<file path="config.mk">
export PLATFORM = sky130hd
export DESIGN_NAME = irq_edge_bank
export DESIGN_NICKNAME = d
export VERILOG_FILES = /design/src/rtl/irq_edge_bank_pkg.sv /design/src/rtl/ieb_edge_detect.sv /design/src/rtl/ieb_line.sv /design/src/rtl/irq_edge_bank.sv
export SDC_FILE = /design/constraint.sdc
export NUM_CORES = 1
export LEC_CHECK = 0
export ABC_CLOCK_PERIOD_IN_PS = 2200
export BUFFER_PORTS_ARGS = -buffer_cell sky130_fd_sc_hd__buf_2
export CAP_MARGIN = 10
export CORE_UTILIZATION = 55
export CTS_BUF_LIST = sky130_fd_sc_hd__clkbuf_4 sky130_fd_sc_hd__clkbuf_8 sky130_fd_sc_hd__clkbuf_16
export CTS_CLUSTER_DIAMETER = 200
export DETAILED_ROUTE_END_ITERATION = 8
export GPL_TIMING_DRIVEN = 0
export PLACE_DENSITY = 0.76
export SYNTH_ARGS = -nofsm -noshare
export SYNTH_HDL_FRONTEND = slang
export SYNTH_SLANG_ARGS = --single-unit
</file>
<file path="constraint.sdc">
create_clock -name clk -period 2.2 [get_ports clk]
set_input_delay 0.22 -clock clk [delete_from_list [all_inputs] [get_ports clk]]
set_output_delay 0.22 -clock clk [all_outputs]
set_load 0.03 [all_outputs]
</file>
<file path="src/rtl/irq_edge_bank_pkg.sv">
// Shared constants and helpers for the edge-triggered interrupt bank.
// Assumes byte-wide register access.
package irq_edge_bank_pkg;
    localparam int CTRL_COR_BIT = 0;   // 1: status clears on read
    localparam int CTRL_BUF_BIT = 1;   // 1: hold a second edge while pending
    localparam int CTRL_BITS    = 2;

    // Number of bytes needed to hold a given number of bits
    function automatic int bytes_for(input int bits);
        return (bits + 7) / 8;
    endfunction
endpackage

</file>
<file path="src/rtl/ieb_edge_detect.sv">
// Synchronizes the asynchronous sources and flags selected edges.
// Each source owns two select bits: upper = rising, lower = falling.
// A one-cycle hit pulse is produced per detected edge.
// Assumes inputs are held stable for at least two clock cycles.
module ieb_edge_detect #(
    parameter int N_SRC       = 12,
    parameter int SYNC_STAGES = 2
) (
    input  logic                 clk,
    input  logic                 rst_n,
    input  logic [N_SRC-1:0]     src_in,
    input  logic [2*N_SRC-1:0]   edge_sel,
    output logic [N_SRC-1:0]     hit
);
    logic [N_SRC-1:0] sync_q [SYNC_STAGES];
    logic [N_SRC-1:0] prev_q;
    logic [N_SRC-1:0] cur;

    // Synchronizer chain plus previous-value register
    always_ff @(posedge clk) begin
        if (!rst_n) begin
            for (int s = 0; s < SYNC_STAGES; s++) sync_q[s] <= '0;
            prev_q <= '0;
        end else begin
            sync_q[0] <= src_in;
            for (int s = 1; s < SYNC_STAGES; s++) sync_q[s] <= sync_q[s-1];
            prev_q <= sync_q[SYNC_STAGES-1];
        end
    end

    assign cur = sync_q[SYNC_STAGES-1];

    // Per-source edge qualification against the select pair
    for (genvar i = 0; i < N_SRC; i++) begin : g_src
        assign hit[i] = (edge_sel[2*i+1] &  cur[i] & ~prev_q[i]) |
                        (edge_sel[2*i]   & ~cur[i] &  prev_q[i]);
    end
endmodule

</file>
<file path="src/rtl/ieb_line.sv">
// One interrupt output line: status, mask and second-edge buffer.
// Set requests win over clear requests in the same cycle.
// Assumes clr and ev are single-cycle request vectors from the top.
module ieb_line #(
    parameter int N_SRC = 12,
    localparam int SB   = irq_edge_bank_pkg::bytes_for(N_SRC)
) (
    input  logic             clk,
    input  logic             rst_n,
    input  logic [N_SRC-1:0] ev,
    input  logic [N_SRC-1:0] clr,
    input  logic             buf_en,
    input  logic [SB-1:0]    mask_we,
    input  logic [7:0]       wdata,
    output logic [N_SRC-1:0] status,
    output logic [N_SRC-1:0] mask,
    output logic             irq_n
);
    logic [N_SRC-1:0] status_q;
    logic [N_SRC-1:0] pend_q;
    logic [N_SRC-1:0] mask_q;

    // Status, pending-buffer and mask register update
    always_ff @(posedge clk) begin
        if (!rst_n) begin
            status_q <= '0;
            pend_q   <= '0;
            mask_q   <= '1;
        end else begin
            for (int i = 0; i < N_SRC; i++) begin
                if (clr[i]) begin
                    status_q[i] <= ev[i] | pend_q[i];
                    pend_q[i]   <= 1'b0;
                end else if (ev[i]) begin
                    if (status_q[i] && buf_en) pend_q[i] <= 1'b1;
                    status_q[i] <= 1'b1;
                end
                if (mask_we[i/8]) mask_q[i] <= wdata[i%8];
            end
        end
    end

    assign status = status_q;
    assign mask   = mask_q;
    // Active-low request from any unmasked pending bit
    assign irq_n  = ~|(status_q & ~mask_q);
endmodule

</file>
<file path="src/rtl/irq_edge_bank.sv">
// Edge-triggered interrupt bank with two independent output lines.
// Holds control and edge-select registers, decodes the byte register
// port, and feeds both line instances. Assumes one strobe per cycle.
module irq_edge_bank #(
    parameter int N_SRC       = 12,
    parameter int SYNC_STAGES = 2,
    parameter int AW          = 8
) (
    input  logic             clk,
    input  logic             rst_n,
    input  logic [N_SRC-1:0] src_in,
    input  logic [AW-1:0]    reg_addr,
    input  logic             reg_wr,
    input  logic             reg_rd,
    input  logic [7:0]       reg_wdata,
    output logic [7:0]       reg_rdata,
    output logic             irq1_n,
    output logic             irq2_n
);
    import irq_edge_bank_pkg::*;

    localparam int SB      = bytes_for(N_SRC);
    localparam int EB      = bytes_for(2 * N_SRC);
    localparam int A_EDGE  = 1;
    localparam int A_LINE0 = A_EDGE + EB;
    localparam int A_TSET  = A_LINE0 + 4 * SB;
    localparam int NLINES  = 2;

    logic [CTRL_BITS-1:0] ctrl_q;
    logic [2*N_SRC-1:0]   edge_q;
    logic [EB-1:0]        edge_we;
    logic [N_SRC-1:0]     hit;
    logic [N_SRC-1:0]     tset;
    logic [N_SRC-1:0]     ev_l  [NLINES];
    logic [N_SRC-1:0]     clr_l [NLINES];
    logic [N_SRC-1:0]     st_l  [NLINES];
    logic [N_SRC-1:0]     mk_l  [NLINES];
    logic [SB-1:0]        mwe_l [NLINES];
    logic                 irq_l [NLINES];
    logic                 cor;

    assign cor = ctrl_q[CTRL_COR_BIT];

    // Edge-select byte write enables
    always_comb begin
        for (int k = 0; k < EB; k++)
            edge_we[k] = reg_wr && (reg_addr == AW'(A_EDGE + k));
    end

    // Test-set requests, one per source, from the test byte writes
    always_comb begin
        for (int i = 0; i < N_SRC; i++)
            tset[i] = reg_wr && (reg_addr == AW'(A_TSET + i/8)) && reg_wdata[i%8];
    end

    // Control and edge-select registers
    always_ff @(posedge clk) begin
        if (!rst_n) begin
            ctrl_q <= '0;
            edge_q <= '0;
        end else begin
            if (reg_wr && reg_addr == '0) ctrl_q <= reg_wdata[CTRL_BITS-1:0];
            for (int b = 0; b < 2*N_SRC; b++)
                if (edge_we[b/8]) edge_q[b] <= reg_wdata[b%8];
        end
    end

    ieb_edge_detect #(.N_SRC(N_SRC), .SYNC_STAGES(SYNC_STAGES)) u_edge (
        .clk(clk), .rst_n(rst_n), .src_in(src_in), .edge_sel(edge_q), .hit(hit)
    );

    for (genvar g = 0; g < NLINES; g++) begin : g_line
        localparam int ST_A = A_LINE0 + g * 2 * SB;
        localparam int MK_A = ST_A + SB;

        // Clear requests and mask write enables for this line
        always_comb begin
            for (int i = 0; i < N_SRC; i++) begin
                if (cor)
                    clr_l[g][i] = reg_rd && (reg_addr == AW'(ST_A + i/8));
                else
                    clr_l[g][i] = reg_wr && (reg_addr == AW'(ST_A + i/8)) && reg_wdata[i%8];
            end
            for (int k = 0; k < SB; k++)
                mwe_l[g][k] = reg_wr && (reg_addr == AW'(MK_A + k));
        end

        assign ev_l[g] = hit | tset;

        ieb_line #(.N_SRC(N_SRC)) u_line (
            .clk(clk), .rst_n(rst_n), .ev(ev_l[g]), .clr(clr_l[g]),
            .buf_en(ctrl_q[CTRL_BUF_BIT]), .mask_we(mwe_l[g]), .wdata(reg_wdata),
            .status(st_l[g]), .mask(mk_l[g]), .irq_n(irq_l[g])
        );
    end

    assign irq1_n = irq_l[0];
    assign irq2_n = irq_l[1];

    // Read data multiplexer; unmapped and write-only bytes read 0
    always_comb begin
        logic [SB*8-1:0] st_pad;
        logic [SB*8-1:0] mk_pad;
        logic [EB*8-1:0] ed_pad;
        reg_rdata = '0;
        ed_pad = (EB*8)'(edge_q);
        if (reg_addr == '0) reg_rdata = 8'(ctrl_q);
        for (int k = 0; k < EB; k++)
            if (reg_addr == AW'(A_EDGE + k)) reg_rdata = ed_pad[k*8 +: 8];
        for (int g = 0; g < NLINES; g++) begin
            st_pad = (SB*8)'(st_l[g]);
            mk_pad = (SB*8)'(mk_l[g]);
            for (int k = 0; k < SB; k++) begin
                if (reg_addr == AW'(A_LINE0 + g*2*SB + k))      reg_rdata = st_pad[k*8 +: 8];
                if (reg_addr == AW'(A_LINE0 + g*2*SB + SB + k)) reg_rdata = mk_pad[k*8 +: 8];
            end
        end
    end
endmodule

</file>
* Yosys cells after proc, flatten, opt, wreduce, memory -nomap -nowiden
Memory sizes are Yosys's and may differ from the RTL's.
Index checks and enable logic that the tools add are counted.
** Cells by class
- Order comparisons :: 0
- Bitwise logic cells :: 116
- Add/subtract/negate cells :: 0
- Reduce and logical (&&, ||, !) cells :: 155
- Muxes and demuxes :: 76
- $mul :: 0
- Divide/modulo/power cells :: 0
- Shift-type cells :: 0
- Equality and inequality tests :: 13
** Operators by type and width (number)
- 8-bit two-way mux :: 11
- 1-bit logical AND :: 78
- 1-bit two-way mux :: 62
- 1-bit AND :: 48
- 8-bit by 4-bit equality test with 1-bit output, second input constant :: 6
- 2-bit AND reduction :: 24
- 2-bit nonzero test :: 24
- 2-bit OR reduction :: 24
- 1-bit OR :: 38
- 8-bit by 3-bit equality test with 1-bit output, second input constant :: 4
- 1-bit NOT :: 25
- 12-bit AND :: 2
- 12-bit two-way mux :: 2
- 12-bit NOT :: 2
- 12-bit OR reduction :: 2
- 8-bit by 2-bit equality test with 1-bit output, second input constant :: 2
- 12-bit OR :: 1
- 8-bit by 1-bit equality test with 1-bit output, second input constant :: 1
- 8-bit logical NOT :: 1
- 1-bit logical NOT :: 2
- 2-bit two-way mux :: 1
** Storage, ports and cells
- Memory bits (read-only) :: 0
- Input bits :: 32
- Output and inout port bits :: 10
- Memory bits (writable) :: 24
- Latch bits :: 0
- Logic and storage cells :: 418
- Register bits after elaboration :: 110
- Memories kept :: 1
** Memory list
- u_edge.sync_q :: words 2, bits a word 12, read ports 2, clocked after Yosys merged registers in 0, write ports 2, RTL line ieb_edge_detect.sv:15 : logic [N_SRC-1:0] sync_q [SYNC_STAGES];

* Depth between registers and ports, before layout
- Depth in word-level cells :: 13
- Mapped depth :: 8
- Gate-level depth less buffers :: 5

* Cells and area by module
A second synthesis with hierarchy kept.
** Second synthesis, totals
- Cells, all modules :: 681
- Area total of the unflattened synthesis :: 6481.2 µm²
** By module, submodules not included
- ieb_line :: area an instance 1493.9 µm², times used 2, seq. area each 720.7 µm², cells each 134
- irq_edge_bank :: area an instance 2334.7 µm², times used 1, seq. area each 520.5 µm², cells each 302
- ieb_edge_detect :: area an instance 1158.6 µm², times used 1, seq. area each 720.7 µm², cells each 111

* Least setup slack after synthesis
OpenSTA, ideal clock, no wires.
- Path kind :: register to output
- From :: register g_line[0].u_line.status_q[9]
- To :: output irq1_n
- Buffers on the path :: 0
- Path slack :: -308 ps
- Arrival :: 2288 ps
- Data required time :: 1980 ps
- Stages on the path, launching flop included :: 6
- Cells stage by stage :: dfxtp_1 inv_1 o22ai_1 a221oi_1 nand3_1 a2111oi_0
** On the way
- Longest elaborated chain between the ends :: 3
** RTL lines
- start, declared :: RTL line ieb_line.sv:19 : logic [N_SRC-1:0] status_q;
- start signal, assigned by index :: RTL line ieb_line.sv:32 : status_q[i] <= ev[i] | pend_q[i];
- 12-bit AND :: RTL line ieb_line.sv:46 : assign irq_n = ~|(status_q & ~mask_q);
- 12-bit OR reduction :: RTL line ieb_line.sv:46
- 1-bit logical NOT :: RTL line ieb_line.sv:46
- end, declared :: RTL line irq_edge_bank.sv:17 : output logic irq1_n,
Every way passes these cells.

* Worst setup path after layout
- From :: input reg_addr[4]
- To :: output reg_rdata[3]
** On the way
- Longest elaborated chain between the ends :: 12
- Elaborated cells on any way between the ends :: 22
- Classes of those cells :: 11 x eq/ne; 11 x mux
** RTL lines
- start, declared :: RTL line irq_edge_bank.sv:12 : input logic [AW-1:0] reg_addr,
- 8-bit by 1-bit equality test with 1-bit output :: RTL line irq_edge_bank.sv:109 : if (reg_addr == AW'(A_EDGE + k)) reg_rdata = ed_pad[k*8 +: 8];
- 8-bit two-way mux (3 in series) :: RTL line irq_edge_bank.sv:109
- 8-bit two-way mux :: RTL line irq_edge_bank.sv:114 : if (reg_addr == AW'(A_LINE0 + g*2*SB + k)) reg_rdata = st_pad[k*8 +: 8];
- 8-bit two-way mux :: RTL line irq_edge_bank.sv:115 : if (reg_addr == AW'(A_LINE0 + g*2*SB + SB + k)) reg_rdata = mk_pad[k*8 +: 8];
- 8-bit two-way mux :: RTL line irq_edge_bank.sv:114
- 8-bit two-way mux :: RTL line irq_edge_bank.sv:115
- 8-bit two-way mux :: RTL line irq_edge_bank.sv:114
- 8-bit two-way mux :: RTL line irq_edge_bank.sv:115
- 8-bit two-way mux :: RTL line irq_edge_bank.sv:114
- 8-bit two-way mux (*) :: RTL line irq_edge_bank.sv:115
- end, declared :: RTL line irq_edge_bank.sv:16 : output logic [7:0] reg_rdata,
Mark *: on every way between the ends. The rest lies on a longest branch, timed or not.

==> qor.csv <==
stage,metric,value,unit
critical_path,reg2reg_from,ctrl_q[0],
critical_path,worstSetupPathType,in -> out,
floorplanning,core,11000,um^2
sta,clock.fmax,434,MHz
synth,synthAdderAreaFrac,0,
drt,drtAntennaViolNets,0,
min_path,hp-start,src_in[5],
clock_network,path_clk_slew,0.06,ns
critical_path,critPathMaxFanout,7,
global_routing,grt_pass1_vias,5743,
sta,finalHoldViolCount,0,
critical_path,reg2reg_depth,5,
synth,ys_types,56,
final_layout,fin_nets,815,
final_layout,stdcell_area,7680,um^2
synth,ys_ff_latch,134,
critical_path,slowest_stage,or4_4,
critical_path,reg2reg_setup_slack,0.06,ns
clock_network,cts.sinks,134,
final_layout,final.fill_count,855,
synth,synth-edff-count,0,
run_status,violations,setup timing,
sta,layout_setup_ws,-0.104,ns
drt,drc,0,
synth,ys_seq_area_frac,0.425,
sta,finalSetupTns,-0.238,ns
power_and_ir_drop,power.internal,0.00440,W
drt,first_iter_violations,586,
sta,worstMarginPinSlew,1.10,ns
synth,synthSimpleGateAreaFrac,0.231,
power_and_ir_drop,ir_drop,0.000910,V
power_and_ir_drop,p_per_area,745,nW/um^2
sta,min_period,2.30,ns
synth,synth_compound_area_frac,0.188,
drt,vias,5881,
critical_path,worst_setup_path_start_kind,input pin,
floorplanning,die-area,11900,um^2
critical_path,worst_path_largest_cell_delay,0.55,ns
critical_path,cp.arrival,2.08,ns
power_and_ir_drop,leakage,3.15,nW
min_path,hold_depth,2,
power_and_ir_drop,power_frac_clock,0.507,
floorplanning,initial_utilization,0.572,
critical_path,path_depth,8,
synth,syn_nets,743,
critical_path,path_cells,buf_6 > or4_4 > buf_8 > nor3_4 > a221oi_2 > a2111oi_2 > o32a_1 > buf_6,
min_path,holdPathEnd,u_edge.sync_q[0][5],
drt,wl,20300,um
synth,synth_most_common_cell,dfxtp_1,
placed_design,hpwl,14400,um
sta,fin_crit_sh,1.05,
sta,setup_viol,4,
global_routing,grt_max_degree,17,
synth,yosys.area.top_type_share,0.425,
synth,synth_top_family_by_area,simple AND/OR/NAND/NOR gates,
placed_design,numPortBuffers,39,
critical_path,cp.required,1.98,ns
synth,synthTopCellsByCount,"134 x dfxtp_1, 59 x nand2_1, 56 x mux2i_1, 46 x nand3_1, 41 x o21ai_0",
synth,syn-instance-count,711,
sta,rsz0062_at_grt,yes,
global_routing,gr-total-overflow,0,
clock_network,clock_latency,0.42,ns
global_routing,antenna_found_initial,0,
critical_path,cp_common_cell,buf_6,
placed_design,placed_area,6690,um^2
final_layout,syn2layout_area_growth,21.6,%
drt,viasPerCell,6.29,
sta,relSlewSlack,0.263,
global_routing,grt_usage,0.361,
final_layout,diodes,0,
run,drv_cap,0,
final_layout,drive_above_1_share,0.189,
power_and_ir_drop,switching_share,0.230,
clock_network,htree_levels,4,
synth,synthMuxAreaShare,0.107,
synth,synth-main-ff-cell,dfxtp_1,
sta,slew_viol_final,0,
synth,synth_xor_area_frac,0,
synth,yosys_warnings,0,
clock_network,clock_path_buffers,2,
placed_design,place.gp.congestion,0.932,
drt,routedWlPerCell,21.7,um
floorplanning,die_height,109,um
global_routing,grt_pass1_wl,31100,um
critical_path,reg2reg_to,g_line[0].u_line.status[4],
placed_design,dp_slack,-0.516,ns
min_path,holdCritPathClass,in -> reg,
floorplanning,pin_count,42,
sta,worst_clock_skew,0.00611,ns
clock_network,cts_buffers,17,
floorplanning,die_w,109,um
synth,async_reset_ff_frac,0,
critical_path,endpoint_kind,output pin,
synth,synth_area_leaders,"dfxtp_1 42%, mux2i_1 8.9%, and2_1 3.8%, nand3_1 3.6%, nand2_1 3.5%",
critical_path,critPathBufInv,3,
synth,syn-cell-area,6310,um^2
critical_path,crit_start,reg_addr[4],
power_and_ir_drop,p_comb_frac,0.061,
synth,netlist.top_cell.by_area,dfxtp_1,
synth,avgSynthCellArea,8.88,um^2
power_and_ir_drop,pwr-share-seq,0.432,
clock_network,cts_root_buf,clkbuf_16,
clock_network,cts_tree,built,
drt,dr.pass1.iters,8,
power_and_ir_drop,p_sw,0.00132,W
critical_path,cpLargestDelayFamily,simple AND/OR/NAND/NOR gates,
floorplanning,num_rows,38,
run_status,status,"complete, but fails checks",
==> worst max-delay path by stage <==
stage	slack, ns	endpoint
final	-0.10	reg_rdata[3]
after global routing	-0.13	reg_rdata[1]
after CTS	-0.07	reg_rdata[3]
after detailed placement	-0.52	reg_rdata[5]
after global placement	-0.50	reg_rdata[5]
after floorplan	0.03	reg_rdata[0]
==> power groups by stage <==
stage | Clock, W | Combinational [W] | Sequential [W]
floorplan | 0 | 0.000178 | 0.00252
CTS | 0.00291 | 0.000330 | 0.00247
detailed placement | 0 | 0.000301 | 0.00252
finish | 0.00290 | 0.000351 | 0.00247
global route | 0.00303 | 0.000369 | 0.00247
global placement | 0 | 0.000298 | 0.00252
==> registers in the layout, indices dropped and copies added (netlist names) <==
signal / cells
g_line.u_line.pend_q: 24
ctrl_q: 2
u_edge.prev_q: 12
u_edge.sync_q: 24
edge_q: 24
g_line.u_line.status: 24
g_line.u_line.mask: 24
==> kinds of logic (layout without fill, tap and decap cells) <==
group,count (synthesis),after routing
flops,134,134
simple gates,263,263
mux,64,64
compound gates,175,175
buf+inv,75,159
==> repair_timing <==
item                                    4_1_cts  5_1_grt
gates resized for setup                      38       33
pin swaps                                     9       10
hold endpoints to repair                      8        0
hold buffers                                  8        0
endpoints found under the setup margin        9        9
setup buffers                                 6        1
==> area by class of cell <==
| class | instances | area, um^2 | share of cell area |
|---|---|---|---|
| buffer | 45 | 254 | 0.0331 |
| sequential | 134 | 2690 | 0.350 |
| timing repair buffer | 54 | 365 | 0.0476 |
| clock buffer | 19 | 447 | 0.0582 |
| inverter | 29 | 109 | 0.0142 |
| tap | 140 | 175 | 0.0228 |
| multi-input combinational | 502 | 3490 | 0.454 |
| clock inverter | 12 | 154 | 0.0200 |
==> placed cells by master, fill, tap and decap left out, types with 3 or more instances in the layout <==
cell type        n
a21boi_0        22
a21o_1          13
a21oi_1         26
a221oi_1         3
a22oi_1          7
a31oi_1          9
and2_1          38
and3_1           3
and3b_1          4
buf_2           35
buf_4           17
buf_6            7
bufinv_16        3
clkbuf_1        22
clkbuf_16       17
clkbuf_2         3
clkbuf_4         4
clkinv_2         3
clkinvlp_4       3
dfxtp_1        131
dfxtp_2          3
dlygate4sd3_1    8
inv_1           29
mux2_2           6
mux2i_1         56
nand2_1         58
nand2b_1        13
nand3_1         46
nand3b_1        12
nor2_1          20
nor2_2           4
nor2b_1         34
nor3b_1          9
o211ai_1        15
o21ai_0         41
o221a_2          8
o22ai_1          7
==> per-stage QoR <==
step / utilization / hold WS [ns] / instances / power, W
6_report: 0.696 / 0.00668 / 935 / 0.00572
5_1_grt: 0.696 / 0.00208 / 935 / 0.00587
4_1_cts: 0.684 / 0.000548 / 934 / 0.00571
3_5_place_dp: 0.606 / 0.423 / 890 / 0.00282
3_3_place_gp: 0.606 / 0.416 / 890 / 0.00282
2_1_floorplan: - / 0.347 / 711 / 0.00269
==> metal layers <==
metal,vias up,routed length (um),track usage
met5,-,0,0
met4,0,1020,0.209
met3,81,1770,0.0777
met2,300,9290,0.572
met1,2825,8200,0.450
li1,2675,-,-
Power figures use the tool's default switching activity.
